$ cat config.mk
export PLATFORM = sky130hd
export DESIGN_NAME = irq_preempt_cmp
export DESIGN_NICKNAME = d
export VERILOG_FILES = /design/src/rtl/irq_preempt_cmp.sv
export SDC_FILE = /design/constraint.sdc
export NUM_CORES = 1
export LEC_CHECK = 0
export ABC_AREA = 1
export BUFFER_PORTS_ARGS = -buffer_cell sky130_fd_sc_hd__buf_4
export CAP_MARGIN = 5
export CELL_PAD_IN_SITES_DETAIL_PLACEMENT = 1
export CELL_PAD_IN_SITES_GLOBAL_PLACEMENT = 2
export CORE_MARGIN = 4
export CORE_UTILIZATION = 26
export CTS_BUF_LIST = sky130_fd_sc_hd__clkbuf_8 sky130_fd_sc_hd__clkbuf_16
export DETAILED_ROUTE_END_ITERATION = 6
export PLACE_DENSITY = 0.81
export SYNTH_ARGS = -nofsm -noshare
export SYNTH_HDL_FRONTEND = slang
export SYNTH_SLANG_ARGS = --single-unit
export TNS_END_PERCENT = 1
$ cat constraint.sdc
create_clock -name clk -period 2.3 [get_ports clk]
set_input_delay 0.115 -clock clk [delete_from_list [all_inputs] [get_ports clk]]
set_output_delay 0.115 -clock clk [all_outputs]
set_load 0.005 [all_outputs]
$ cat src/rtl/irq_preempt_cmp.sv
module irq_preempt_cmp #(
  parameter int PW = 4,
  parameter int VW = 8
) (
  input  logic          clk,
  input  logic          rst_n,
  input  logic [PW-1:0] pend_pri,
  input  logic [VW-1:0] pend_vec,
  input  logic [PW-1:0] cur_pri,
  input  logic          hw_mode,
  input  logic          ack,
  input  logic          cur_upd,
  output logic          irq,
  output logic [VW-1:0] cap_vec,
  output logic [PW-1:0] cap_pri,
  output logic          cap_valid
);

  logic wins, clr, beats_cap, load;

  assign wins      = pend_pri > cur_pri;
  assign clr       = ack | cur_upd;
  assign beats_cap = ~hw_mode & (pend_pri > cap_pri);
  assign load      = ~clr & wins & (~cap_valid | beats_cap);

  always_ff @(posedge clk or negedge rst_n) begin
    if (!rst_n) irq <= 1'b0;
    else        irq <= wins;
  end

  always_ff @(posedge clk or negedge rst_n) begin
    if (!rst_n) begin
      cap_vec   <= '0;
      cap_pri   <= '0;
      cap_valid <= 1'b0;
    end else if (clr) begin
      cap_valid <= 1'b0;
    end else if (load) begin
      cap_vec   <= pend_vec;
      cap_pri   <= pend_pri;
      cap_valid <= 1'b1;
    end
  end

endmodule

==> results.json <==
{
  "outcome": "finished, final reports clean",
  "arrival_ns": 1.81,
  "hold_viol": 0,
  "rsz0062_at_grt": "no",
  "p_leak_nw": 0.650,
  "die_area_um2": 3980,
  "slowest_stage": "dfrtp_1",
  "path_max_fanout": 12,
  "clock-root-buffer": "clkbuf_8",
  "core_area_um2": 2830,
  "setup_violations": 0,
  "power_frac_seq": 0.419,
  "min_from": "pend_vec[6]",
  "track_usage": 0.114,
  "die_y_um": 63.1,
  "hp-class": "primary input to flop",
  "place_area_um2": 1060,
  "drc": 0,
  "rows": 19,
  "pwr-share-comb": 0.351,
  "cap_violations": 0,
  "area_growth_syn_to_layout_pct": 41.4,
  "via_count": 726,
  "p_int_mw": 0.585,
  "swShare": 0.308,
  "dpl_worst_slack_ns": 0.627,
  "drt_iter0_drc": 16,
  "cts.htree.levels": 1,
  "drive_gt1_frac": 0.311,
  "initial_utilization": 0.279,
  "fin_crit_sh": 0.734,
  "final.setup.tns_ns": 0,
  "path_cells": "inv_1 > ha_1 > nand2_1 > nor2_1 > nor2_1 > nand2_1 > nand2_1 > nand2_2 > nand2_1 > nand2_1",
  "synth_nets": 128,
  "worstSetupStartpointType": "flop",
  "synth_seq_area_share": 0.444,
  "worst_pin_slew_ns": 0.311,
  "final_cell_mix": "nand2_1 (37), buf_4 (35), inv_1 (14), dfrtp_1 (14), nand3_1 (13)",
  "cp_top_family": "simple AND/OR/NAND/NOR gates",
  "n_antenna_cell": 0,
  "syn_area_um2": 790,
  "crit_path_start": "cap_pri[2]",
  "cpMostUsedCell": "nand2_1",
  "grt_pass1_vias": 800,
  "ys_ff_latch": 14,
  "final_util": 0.395,
  "slew_headroom": 0.792,
  "place_congestion": 0.741,
  "grt_max_degree": 15,
  "r2r-start": "cap_pri[2]",
  "cts_sinks": 14,
  "clock_path_buffers": 2,
  "fin_crit_ns": 1.69,
  "end_kind": "flop",
  "wl_per_cell_um": 12.3,
  "final_cell_area_um2": 1120,
  "path_clk_slew_ns": 0.06,
  "antenna_found_initial": 0,
  "io_pins": 35,
  "drt.antenna.violating_nets": 0,
  "worst-path-buf-inv": 1,
  "synthCells": 99,
  "slowest_delay_ns": 0.39,
  "p_per_area_nw_per_um2": 757,
  "yosysWarningCount": 0,
  "vias_per_cell": 4.37,
  "port-buffer-count": 34,
  "ir_drop_uv": 400,
  "grt-ovfl-total": 0,
  "dp_hpwl_um": 1670,
  "drv_slew": 0,
  "fmax_ghz": 0.592,
  "critPathRequiredTime_ns": 2.43,
  "finalWirelength_um": 2050,
  "tritoncts": "done",
  "crit_type": "flop to flop",
  "p_switching_mw": 0.261,
  "synth_cell_types": 13,
  "cts_setup_buffers": 0,
  "drt-pass1-iter-count": 4,
  "power_frac_clock": 0.230,
  "fin_nets": 166,
  "cts_buffers": 3,
  "insertion_delay_ns": 0.24,
  "layout_commonest_cell": "nand2_1",
  "die_x_um": 63.1,
  "grt_first_pass_wirelength_um": 3610,
  "setup_slack_ns": 0.611,
  "clock_skew_ns": 0.00473,
  "syn_avg_cell_area_um2": 7.97
}
[registers in the layout (all words and copies together), names as in the netlist]
signal,count
irq,1
cap_pri,4
cap_vec,8
cap_valid,1
[cell usage after synthesis]
master / n / area share
ha_1: 8 / 0.13
a21oi_1: 3 / 0.019
nand2_2: 2 / 0.016
nor2_1: 2 / 0.0095
nand2_1: 37 / 0.18
or2_0: 1 / 0.0079
inv_2: 1 / 0.0047
buf_4: 2 / 0.019
nand3_1: 13 / 0.082
nor2_4: 1 / 0.014
buf_6: 1 / 0.014
dfrtp_1: 14 / 0.44
inv_1: 14 / 0.067
[layout make-up]
cell class / instances / area [um2]
Fill cell: 356 / 1710
Multi-Input combinational cell: 67 / 357
Sequential cell: 14 / 350
Timing Repair Buffer: 36 / 273
Inverter: 15 / 56.3
Clock buffer: 3 / 41.3
Tap cell: 31 / 38.8
[logic make-up (layout without fill, tap and decap cells)]
kind of cell,Yosys count,after routing,share of synthesized area
and+or+nand+nor,56,56,0.306
adders and majority gates,8,8,0.127
buffers and inverters,18,54,0.105
DFF,14,14,0.444
AOI/OAI and AO/OA,3,3,0.0190
[through the flow]
step,hold slack (ns),power [mW],cells
CTS,0.108,0.861,166
floorplan,-0.181,0.488,99
global route,0.117,0.922,166
finish,0.108,0.845,166
global placement,-0.0261,0.649,162
detailed placement,-0.0241,0.660,162
[worst reg2reg max path, cell delays in order, from the launching register on]
cell and delay, ns:
dfrtp_1 0.39, inv_1 0.06, ha_1 0.27, nand2_1 0.08
nor2_1 0.05, nor2_1 0.10, nand2_1 0.07, nand2_1 0.17
nand2_2 0.20, nand2_1 0.14, nand2_1 0.06
[power groups by stage]
stage,Clock [mW],Combinational (mW),Sequential (mW)
4_1_cts,0.200,0.305,0.356
6_report,0.195,0.297,0.354
3_3_place_gp,0,0.293,0.356
5_1_grt,0.214,0.343,0.366
2_1_floorplan,0,0.131,0.357
3_5_place_dp,0,0.303,0.357
[worst paths after layout]
| path | cells past startpoint | to | slack [ns] |
|---|---|---|---|
| max | 10 | cap_vec[1] | 0.61 |
| min | 3 | cap_vec[6] | 0.11 |
| max reg2reg | 10 | cap_vec[1] | 0.61 |
| min reg2reg | 2 | cap_vec[7] | 0.47 |
| max in group asynchronous | 2 | cap_valid | 1.87 |
| min in group asynchronous | 2 | cap_vec[7] | 0.26 |
[what timing repair did]
| item | in CTS | in global routing |
|---|---|---|
| hold endpoints to repair | 14 | 0 |
| gates resized for setup | 0 | 0 |
| hold buffers | 1 | 0 |
[routing by layer]
metal,routed length (um),GRT usage,vias up,part of all wire
met5,0,0,-,0
met1,943,0.146,330,0.46
met4,9,0.0165,0,0.0044
met3,138,0.0497,2,0.067
li1,-,-,377,-
met2,958,0.182,17,0.47
(Power assumes the default switching activity.)
